===== src/rtl/qts_pkg.sv =====
package qts_pkg;
  parameter int unsigned DEF_CMP_W = 6;

  typedef struct packed {
    logic above;
    logic below;
  } guard_t;
endpackage


===== src/rtl/qts_thermo2onehot.sv =====
module qts_thermo2onehot #(
  parameter int unsigned CMP_W = 6,
  localparam int unsigned LVL = CMP_W + 1
) (
  input  logic [CMP_W-1:0] thermo,
  output logic [LVL-1:0]   onehot
);
  logic [CMP_W+1:0] padded;

  assign padded = {1'b0, thermo, 1'b1};

  genvar k;
  generate
    for (k = 0; k < LVL; k++) begin : g_lvl
      assign onehot[k] = padded[k] ^ padded[k+1];
    end
  endgenerate
endmodule


===== src/rtl/qts_phase_capture.sv =====
module qts_phase_capture #(
  parameter int unsigned LVL = 7,
  localparam int unsigned MID = (LVL - 1) / 2
) (
  input  logic           clk,
  input  logic           rst,
  input  logic           en,
  input  logic [LVL-1:0] d,
  output logic [LVL-1:0] q,
  output logic           vld
);
  localparam logic [LVL-1:0] RESET_LVL = LVL'(1) << MID;

  always_ff @(posedge clk) begin
    if (rst) begin
      q   <= RESET_LVL;
      vld <= 1'b0;
    end else begin
      vld <= en;
      if (en) q <= d;
    end
  end
endmodule


===== src/rtl/qts_range_monitor.sv =====
module qts_range_monitor
  import qts_pkg::*;
(
  input  logic   clk,
  input  logic   rst,
  input  logic   capture,
  input  guard_t guard,
  input  logic   clr,
  output logic   flag
);
  logic hit;

  assign hit = capture && (guard.above || guard.below);

  always_ff @(posedge clk) begin
    if (rst)      flag <= 1'b0;
    else if (hit) flag <= 1'b1;
    else if (clr) flag <= 1'b0;
  end
endmodule


===== src/rtl/quad_thermo_sampler.sv =====
module quad_thermo_sampler
  import qts_pkg::*;
#(
  parameter int unsigned CMP_W = DEF_CMP_W,
  localparam int unsigned LVL = CMP_W + 1,
  localparam int unsigned NPH = 2
) (
  input  logic             clk,
  input  logic             rst,
  input  logic [CMP_W-1:0] thermo_in,
  input  logic             guard_lo,
  input  logic             guard_hi,
  input  logic             sin_en,
  input  logic             cos_en,
  input  logic             err_clr,
  output logic [LVL-1:0]   a_level,
  output logic             a_valid,
  output logic [LVL-1:0]   b_level,
  output logic             b_valid,
  output logic             range_err
);
  logic [LVL-1:0] conv;
  logic [NPH-1:0] ph_en;
  logic [LVL-1:0] ph_q   [NPH];
  logic [NPH-1:0] ph_vld;
  guard_t         gstat;

  qts_thermo2onehot #(.CMP_W(CMP_W)) u_conv (
    .thermo (thermo_in),
    .onehot (conv)
  );

  assign ph_en = {cos_en, sin_en};

  genvar p;
  generate
    for (p = 0; p < NPH; p++) begin : g_phase
      qts_phase_capture #(.LVL(LVL)) u_cap (
        .clk (clk),
        .rst (rst),
        .en  (ph_en[p]),
        .d   (conv),
        .q   (ph_q[p]),
        .vld (ph_vld[p])
      );
    end
  endgenerate

  assign a_level = ph_q[0];
  assign a_valid = ph_vld[0];
  assign b_level = ph_q[1];
  assign b_valid = ph_vld[1];

  assign gstat.above = guard_hi;
  assign gstat.below = ~guard_lo;

  qts_range_monitor u_range (
    .clk     (clk),
    .rst     (rst),
    .capture (sin_en | cos_en),
    .guard   (gstat),
    .clr     (err_clr),
    .flag    (range_err)
  );
endmodule


===== config.mk =====
export PLATFORM = sky130hd
export DESIGN_NAME = quad_thermo_sampler
export DESIGN_NICKNAME = d
export VERILOG_FILES = /design/src/rtl/qts_pkg.sv /design/src/rtl/qts_thermo2onehot.sv /design/src/rtl/qts_phase_capture.sv /design/src/rtl/qts_range_monitor.sv /design/src/rtl/quad_thermo_sampler.sv
export SDC_FILE = /design/constraint.sdc
export NUM_CORES = 1
export LEC_CHECK = 0
export ABC_AREA = 1
export BUFFER_PORTS_ARGS = -buffer_cell sky130_fd_sc_hd__buf_2
export CAP_MARGIN = 10
export CORE_AREA = 2 2 51 43
export CTS_BUF_LIST = sky130_fd_sc_hd__clkbuf_4
export DETAILED_ROUTE_END_ITERATION = 10
export DIE_AREA = 0 0 53 45
export HOLD_SLACK_MARGIN = 0.05
export PLACE_DENSITY = 0.67
export SYNTH_ARGS = -nofsm -noshare
export SYNTH_HDL_FRONTEND = slang
export SYNTH_SLANG_ARGS = --single-unit

===== constraint.sdc =====
create_clock -name clk -period 1.9 [get_ports clk]
set_input_delay 0.57 -clock clk [delete_from_list [all_inputs] [get_ports clk]]
set_output_delay 0.57 -clock clk [all_outputs]
set_load 0.01 [all_outputs]

# Word-level counts from Yosys, hierarchy flattened
# Cells that the tools add are included.
[word_totals] word_cells=18 in_bits=13 ff_bits=17 out_inout_bits=17
[classes] mux=2 bitwise_logic=8 n_reduce_logical=3
[ops] cell="$xor A1 B1 Y1" n=5
[ops] cell="$mux W1" n=2
[ops] cell="$not A1 Y1" n=2
[ops] cell="$reduce_bool A2 Y1" n=1
[ops] cell="$logic_and A1 B1 Y1" n=1
[ops] cell="$logic_or A1 B1 Y1" n=1
[ops] cell="$or A1 B1 Y1" n=1

# Logic depth before layout (Yosys ltp)
# Gate-level depths: netlist of the first run.
[logic_depth] depth_word=4 mapped_depth=5 ltp_nobuf=5

# Modules after synthesis
# A second synthesis of the first run with hierarchy kept.
[hier_totals] hier_cells=121 hier_area_um2=754.5
[modules_own_cells] mod="qts_phase_capture" area_per_inst_um2=307.8 instances=2 cells_per_inst=45
[modules_own_cells] mod="qts_thermo2onehot" area_per_inst_um2=86.3 instances=1 cells_per_inst=22
[modules_own_cells] mod="qts_range_monitor" area_per_inst_um2=37.5 instances=1 cells_per_inst=5
[modules_own_cells] mod="quad_thermo_sampler" area_per_inst_um2=15.0 instances=1 cells_per_inst=4

# Worst setup path after synthesis of the first run
# OpenSTA, ideal clock, no wires.
[synth_path] path_type="input-to-reg" start="input sin_en" end="register g_phase[0].u_cap.q[5]" t_required_ns=1.791 setup_time_ns=0.109 path_buffers=1 arrival_ns=0.895 path_stages=5 path_slack_ns=0.896 cell_sequence="buf_6 -> nor2_2 -> nor2_2 -> nand2_1 -> inv_1"
[synth_lines] item="from (decl)" line_no="quad_thermo_sampler.sv:13" source="input logic sin_en,"
[synth_lines] item="to (signal assigned)" line_no="qts_phase_capture.sv:16" source="q <= RESET_LVL;"
[synth_lines] item="to (signal assigned)" line_no="qts_phase_capture.sv:20" source="if (en) q <= d;"
[synth_lines] item="to (decl)" line_no="qts_phase_capture.sv:9" source="output logic [LVL-1:0] q,"

# Final worst setup path of the first run
[layout_path] start="register g_phase[0].u_cap.q[5]" end="output a_level[5]"
[layout_lines] item="to (decl)" line_no="quad_thermo_sampler.sv:16" source="output logic [LVL-1:0] a_level,"
# No word-level cell between the ends.

==> results of run 1 <==
final cells by class:
type                            count  area, µm²  area share (%)
Clock buffer                        4      30.03           3.376
Inverter                           19      71.32           8.017
Multi-Input combinational cell     63      272.8           30.66
Sequential cell                    17      340.3           38.26
Tap cell                           24      30.03           3.376
Timing Repair Buffer               29      145.1           16.32
layout by cell type (no fill, tap or decap), drive strengths merged:
cell type,Yosys,layout
a21oi,7,7
buf,3,29
clkbuf,0,4
dfxtp,17,17
inv,19,19
nand2,24,24
nand3,10,10
nor2,18,18
o21ai,4,4
metrics by stage:
stage               utilization, %  worst slack (ns)
floorplan                        -            0.8963
global placement             46.73            0.6716
detailed placement           46.73            0.6558
CTS                          48.37            0.5256
global route                 48.37            0.4958
finish                       48.37            0.5435
path summary, 6_finish.rpt:
| check | endpoint | cells after the start | startpoint |
|---|---|---|---|
| max | a_level[5] | 1 | g_phase[0].u_cap.q[5] |
| max reg2reg | g_phase[1].u_cap.q[1] | 4 | g_phase[1].u_cap.q[1] |
| min | u_range.flag | 2 | u_range.flag |
| min reg2reg | u_range.flag | 2 | u_range.flag |
per-layer routing:
layer | wire [µm] | vias up
met5 | 0 | -
met4 | 10 | 0
met3 | 107 | 2
met2 | 593 | 24
met1 | 714 | 291
li1 | - | 368
report_power, final:
part,switching [µW],leakage [µW],total [µW],internal (µW)
combinational,71.9,0.000372,122,50.1
clock,112,0.0000184,208,96.0
sequential,11.0,0.000141,393,382
worst register-to-register path, stage by stage (launching register included):
cell	delay, ns
dfxtp_1	0.33
nor2_2	0.11
nor2_2	0.04
nand2_1	0.07
inv_1	0.03
Yosys cell counts (all sizes together):
library cell / count / share of area [%]
nand2: 24 / 13
a21oi: 7 / 4.9
nor2: 18 / 11
nand3: 10 / 7.0
o21ai: 4 / 2.8
dfxtp: 17 / 47
buf: 3 / 4.7
inv: 19 / 9.9
state kept, by name, indices dropped and copies added (netlist names):
name               flops
g_phase.u_cap.q       14
g_phase.u_cap.vld      2
u_range.flag           1
cell families after synthesis:
kind of cell           count (synthesis)  synth area share [%]
AOI/OAI and AO/OA                     11                 7.665
buffers and inverters                 22                 14.63
and+or+nand+nor                       52                 30.31
DFF                                   17                 47.39
==> impl_metrics.ini, run 1 <==
[status]
status = completed

[final_layout]
nets = 146
syn_to_final_growth_pct = 23.87
finalNonFillerCells = 156
diodes = 0
fill_cells = 202
drive_gt1_share_pct = 28.03
post-route-cell-area_um2 = 889.6

[place]
gp_congestion = 0.7703
hpwl_mm = 1.088
io_buffers = 29
place_inst = 152
dpl-instance-area_um2 = 859.6

[sta]
fmax_mhz = 737.2
finalMaxSlewViolations = 0
worst_pin_slew_ns = 0.2690
fin_crit_ns = 1.357
relSlewSlack_pct = 82.07
finalCritPeriodShare_pct = 71.40
hold_violations = 0
setup-tns-final_ns = 0
hold_ws_ns = 0.4785
finalSetupViolCount = 0
rsz0062_at_grt = false
clock_skew_ns = 0

[global_route]
grtUsageTotal_pct = 13.98
grt_pass1_wl_mm = 2.325
grt_max_degree = 15
grt.met2_usage_pct = 21.50
first_global_vias = 568
busiest_layer = met2
gr-total-overflow = 0
gr-usage-met1_pct = 16.53
antenna_found_initial = 0
use_met3_pct = 6.954

[critical_path]
endpoint_kind = primary output
cp_num_buf_inv = 1
reg2reg_slack_ns = 1.24
worst_setup_path_start_kind = register
cp_max_fo = 2
worstPathArrival_ns = 0.79
cpPeakStageDelay_ns = 0.36
worstSetupPathType = register to primary output
critPathTopFamily = flip-flops
critPathRequiredTime_ns = 1.33
cpMaxStageDelayCell = dfxtp_1
path_cells = buf_2

[clocking]
cts.sink_count = 17
numCtsBuffers = 3
hold_buffers = 0
post_cts_buffers = 0
h-tree-depth = 1
clkTransAtPathRegs_ns = 0.10
cts-root-buf = clkbuf_4
worstSkewPairLatency_ns = 0.29
ctsResizeCount = 0
cts_tree = built
ctsLongestPathBuffers = 2

[job]
drv_cap = 0

[power_and_ir_drop]
ir_worst_vdd_mv = 0.4933
total_power_uw = 722.9
powerDensity_mw_per_mm2 = 812.6
leakage_uw = 0.0005324

[routing]
routed_wl_mm = 1.426
vias = 685
drc = 0
drtPass1Iterations = 4
ant_nets = 0
drt_iter0_drc = 6
via_per_inst = 4.391
wl_per_cell_um = 9.141

[yosys]
syn_avg_cell_area_um2 = 7.041
ys_seq_elements = 17
yosysSeqAreaShare_pct = 47.39
yosys_warnings = 0
synth_cell_types = 9
syn-num-nets = 115
netlist_area_um2 = 718.2
synth_cells = 102

[floorplanning]
dieArea_mm2 = 0.002385
rows = 14
die_w_um = 53
coreArea_mm2 = 0.001839
start_util_pct = 39.05
fp.dieH_um = 45
pin_count = 30

[min_path]
min_path_type = register to register
No activity file was read; power rests on OpenSTA's default activity.
==> run 2, diff against run 1 <==
==> constraint.sdc (replaced) <==
create_clock -name clk -period 1.41 [get_ports clk]
set_input_delay 0.423 -clock clk [delete_from_list [all_inputs] [get_ports clk]]
set_output_delay 0.423 -clock clk [all_outputs]
set_load 0.01 [all_outputs]
==> run 2 against run 1 <==
  * Worst hold slack got worse by 0.12 ns
  * Global-route usage is 0.77 points higher
  * Clock skew unchanged
  * Register-to-register slack lost 0.49 ns
  * Sequential power increased by 35%
  * Sequential cell count unchanged
  * Routed wire length is 2.7% higher
  * Setup slack worse by 0.34 ns
  * Non-clock buffer count is the same
  * Combinational power increased by 35%
  * First-iteration DRC count is 100% higher
  * Critical path depth unchanged
  * Largest power group unchanged
  * Highest routed layer unchanged
==> impl_metrics.ini, run 2 (synthesis results as in run 1) <==
[status]
status = completed

[sta]
fin_crit_ns = 1.207
setup-tns-final_ns = 0
finalMaxSlewViolations = 0
finalCritPeriodShare_pct = 85.62
finalSetupViolCount = 0
worst_pin_slew_ns = 0.2638
hold_violations = 0
clock_skew_ns = 0
rsz0062_at_grt = false
relSlewSlack_pct = 82.41
fmax_mhz = 828.3

[global_route]
grt_pass1_wl_mm = 2.511
grtUsageTotal_pct = 14.76
first_global_vias = 615
grt_max_degree = 15
antenna_found_initial = 0
gr-total-overflow = 0

[final_layout]
fill_cells = 203
largest_register_ffs = 14
syn_to_final_growth_pct = 23.87
post-route-cell-area_um2 = 889.6
diodes = 0
layout_common_cells = buf_2, nand2_1, inv_1
max_flop_register = g_phase.u_cap.q
layout_commonest_cell = buf_2
nets = 146
biggestRegsByFlops = g_phase.u_cap.q: 14 flops, g_phase.u_cap.vld: 2 flops, u_range.flag: 1 flops
drive_gt1_share_pct = 28.03

[critical_path]
critPathTopFamily = flip-flops
cpMaxStageDelayCell = dfxtp_1
cp_max_fo = 2
endpoint_kind = primary output
reg2reg_from = g_phase[1].u_cap.q[1]
critPathRequiredTime_ns = 0.99
path_cells = buf_2
reg2reg_slack_ns = 0.75
worst_setup_path_start_kind = register
worstSetupPathType = register to primary output
cpPeakStageDelay_ns = 0.36
startpoint = g_phase[0].u_cap.q[5]
cp_num_buf_inv = 1
worstPathArrival_ns = 0.78

[routing]
drc = 0
vias = 695
wl_per_cell_um = 9.391
drtPass1Iterations = 4
via_per_inst = 4.455
drt_iter0_drc = 12
routed_wl_mm = 1.465
ant_nets = 0

[floorplanning]
dieArea_mm2 = 0.002385
die_w_um = 53
start_util_pct = 39.05
rows = 14
pin_count = 30
fp.dieH_um = 45
coreArea_mm2 = 0.001839

[place]
gp_congestion = 0.7703
hpwl_mm = 1.115
io_buffers = 29
dpl-instance-area_um2 = 859.6

[job]
drv_cap = 0

[clocking]
clkTransAtPathRegs_ns = 0.10
cts.sink_count = 17
cts_tree = built
post_cts_buffers = 0
worstSkewPairLatency_ns = 0.28
hold_buffers = 0
ctsResizeCount = 0
cts-root-buf = clkbuf_4
h-tree-depth = 1
ctsLongestPathBuffers = 2
numCtsBuffers = 3

[min_path]
min_path_type = input port to register
holdCritStartpoint = thermo_in[0]

[power_and_ir_drop]
leakage_uw = 0.0005324
powerDensity_mw_per_mm2 = 1093
ir_worst_vdd_mv = 0.6583
run 2: cell counts in the layout (fill, tap and decap cells not counted):
Identical to the previous run, type by type.
run 2: routing by layer:
| metal | share of wire [%] | wire, µm | global-route usage [%] |
|---|---|---|---|
| met5 | 0 | 0 | 0 |
| met4 | 0.68 | 10 | 4.615 |
| met2 | 45 | 655 | 24.25 |
| met1 | 47 | 683 | 17.15 |
| met3 | 7.8 | 115 | 6.954 |
run 2: worst paths after layout:
path	end	cells after the start
worst max-delay path	a_level[5]	1
worst min-delay path	g_phase[1].u_cap.q[0]	2
worst max register to register	g_phase[1].u_cap.q[1]	4
worst min register to register	u_range.flag	2
run 2: per-stage QoR:
stage | hold slack, ns | util, % | power [µW] | std cells | setup slack (ns)
after global placement | 0.4555 | 46.73 | 703.5 | 152 | 0.3286
final | 0.3604 | 48.37 | 972.6 | 156 | 0.2027
after global routing | 0.3437 | 48.37 | 1037 | 156 | 0.1427
after detailed placement | 0.4581 | 46.73 | 706.9 | 152 | 0.3131
after floorplan | 0.4849 | - | 644.2 | 102 | 0.5533
after CTS | 0.3453 | 48.37 | 991.2 | 156 | 0.1797
run 2: layout make-up:
| cell class | instances | area (µm²) | share of cell area [%] |
|---|---|---|---|
| clock buffers | 4 | 30.03 | 3.376 |
| inverters | 19 | 71.32 | 8.017 |
| multi-input cells | 63 | 272.8 | 30.66 |
| flip-flops and latches | 17 | 340.3 | 38.26 |
| well taps | 24 | 30.03 | 3.376 |
| repair buffers | 29 | 145.1 | 16.32 |
run 2: where the power goes:
part | total [µW] | internal [µW] | switching (µW) | leakage (µW)
clock network | 279 | 129 | 150 | 0.0000184
logic | 165 | 67.5 | 97.1 | 0.000372
registers | 529 | 514 | 15.0 | 0.000141
==> run 3, diff against run 2 <==
--- a/config.mk
+++ b/config.mk
@@ -8,12 +8,12 @@
 export ABC_AREA = 1
 export BUFFER_PORTS_ARGS = -buffer_cell sky130_fd_sc_hd__buf_2
 export CAP_MARGIN = 10
-export CORE_AREA = 2 2 51 43
+export CORE_AREA = 2 2 42 44
 export CTS_BUF_LIST = sky130_fd_sc_hd__clkbuf_4
 export DETAILED_ROUTE_END_ITERATION = 10
-export DIE_AREA = 0 0 53 45
+export DIE_AREA = 0 0 44 46
 export HOLD_SLACK_MARGIN = 0.05
-export PLACE_DENSITY = 0.67
+export PLACE_DENSITY = 0.77
 export SYNTH_ARGS = -nofsm -noshare
 export SYNTH_HDL_FRONTEND = slang
 export SYNTH_SLANG_ARGS = --single-unit
==> run 3 against run 2 <==
  * Final area shrank 0.98%
  * Cell count shrank 4.5%
  * Clock-buffer cell count is the same
  * Global-route usage grew 1.0 points
  * Register-to-register slack is essentially flat
  * Maximum frequency grew 0.99%
  * Critical path depth is the same
  * Routed wire length shrank 4.0%
  * Critical endpoint unchanged
  * Clock skew is the same
  * Utilization grew 6.2 points
  * Via count grew 0.72%
==> impl_metrics.ini, run 3 (synthesis results as in run 1) <==
[final_layout]
drive_gt1_share_pct = 28.03
diodes = 0
nets = 146
layout_common_cells = buf_2, nand2_1, inv_1
biggestRegsByFlops = g_phase.u_cap.q: 14 flops, g_phase.u_cap.vld: 2 flops, u_range.flag: 1 flops
layout_commonest_cell = buf_2
syn_to_final_growth_pct = 22.65
largest_register_ffs = 14
post-route-cell-area_um2 = 880.8
max_flop_register = g_phase.u_cap.q
final_util_pct = 54.57
finalNonFillerCells = 149

[sta]
setup-tns-final_ns = 0
worst_pin_slew_ns = 0.2618
hold_violations = 0
rsz0062_at_grt = false
finalSetupViolCount = 0
fmax_mhz = 836.5
relSlewSlack_pct = 82.55
finalMaxSlewViolations = 0
clock_skew_ns = 0
fin_crit_ns = 1.195
finalCritPeriodShare_pct = 84.78

[clocking]
clkTransAtPathRegs_ns = 0.09
h-tree-depth = 1
post_cts_buffers = 0
ctsResizeCount = 0
cts_tree = built
cts.sink_count = 17
numCtsBuffers = 3
hold_buffers = 0
worstSkewPairLatency_ns = 0.28
cts-root-buf = clkbuf_4
ctsLongestPathBuffers = 2

[power_and_ir_drop]
total_power_uw = 960.1
leakage_uw = 0.0005324
ir_worst_vdd_mv = 0.6840
powerDensity_mw_per_mm2 = 1090

[critical_path]
cp_num_buf_inv = 1
worstPathArrival_ns = 0.77
cpMaxStageDelayCell = dfxtp_1
critPathTopFamily = flip-flops
worstSetupPathType = register to primary output
reg2reg_from = g_phase[0].u_cap.q[2]
r2r_cells = 4
reg2reg_slack_ns = 0.75
path_cells = buf_2
rr_endpoint = g_phase[0].u_cap.q[2]
cpPeakStageDelay_ns = 0.35
endpoint_kind = primary output
cp_max_fo = 2
worst_setup_path_start_kind = register
critPathRequiredTime_ns = 0.99

[floorplanning]
dieArea_mm2 = 0.002024
die_w_um = 44
rows = 15
pin_count = 30
start_util_pct = 44.50
coreArea_mm2 = 0.001614
fp.dieH_um = 46

[routing]
routed_wl_mm = 1.407
wl_per_cell_um = 9.443
via_per_inst = 4.698
vias = 700
drtPass1Iterations = 4
ant_nets = 0
drt_iter0_drc = 13
drc = 0

[global_route]
grt_max_degree = 15
first_global_vias = 609
antenna_found_initial = 0
grt.met2_usage_pct = 27.35
gr-total-overflow = 0
busiest_layer = met2
grt_pass1_wl_mm = 2.318
gr-usage-met1_pct = 16.71
use_met3_pct = 5.159
grtUsageTotal_pct = 15.77

[min_path]
holdCritStartpoint = thermo_in[0]
hold-path-cell-count = 2
min_path_type = input port to register
min_to = g_phase[0].u_cap.q[0]

[place]
io_buffers = 29
place_inst = 145
dpl-instance-area_um2 = 850.8
hpwl_mm = 1.093
gp_congestion = 0.7188

[status]
status = completed

[job]
drv_cap = 0
-- run 3: worst reg2reg max path: stages, from the launching register on --
cell,delay (ns)
dfxtp_1,0.32
nor2_1,0.10
nor2_1,0.05
nand2_1,0.07
inv_1,0.04
-- run 3: how the worst max path moves through the flow --
| stage | cells after the start | startpoint | slack [ns] | endpoint |
|---|---|---|---|---|
| after floorplan | 5 | sin_en | 0.55 | g_phase[0].u_cap.q[5] |
| after global placement | 4 | sin_en | 0.34 | g_phase[0].u_cap.q[3] |
| after detailed placement | 4 | cos_en | 0.33 | g_phase[1].u_cap.q[3] |
| after CTS | 1 | g_phase[0].u_cap.q[5] | 0.19 | a_level[5] |
| after global routing | 1 | g_phase[0].u_cap.q[6] | 0.17 | a_level[6] |
| final | 1 | g_phase[0].u_cap.q[5] | 0.21 | a_level[5] |
-- run 3: final cells by class --
cell class              count  area (µm²)
multi-input cells          63       272.8
inverters                  19       71.32
fillers                   187       733.2
repair buffers             29       145.1
clock buffers               4       30.03
flip-flops and latches     17       340.3
well taps                  17       21.27
-- run 3: per-stage QoR --
stage,setup WS (ns),hold slack [ns]
after floorplan,0.5533,0.4849
after global placement,0.3423,0.4518
after detailed placement,0.3284,0.4630
after CTS,0.1929,0.3428
after global routing,0.1676,0.3540
final,0.2146,0.3508
-- run 3: per-layer routing --
metal / share of wire [%] / vias to the layer above
li1: - / 371
met4: 1.6 / 0
met1: 44 / 305
met5: 0 / -
met2: 47 / 20
met3: 6.6 / 4
-- run 3: where the power goes --
group	leakage [µW]	internal, µW	switching [µW]	total (µW)
sequential	0.000141	514	15.1	529
clock	0.0000184	129	138	267
combinational	0.000372	67.5	96.0	164
total	0.000532	711	249	960
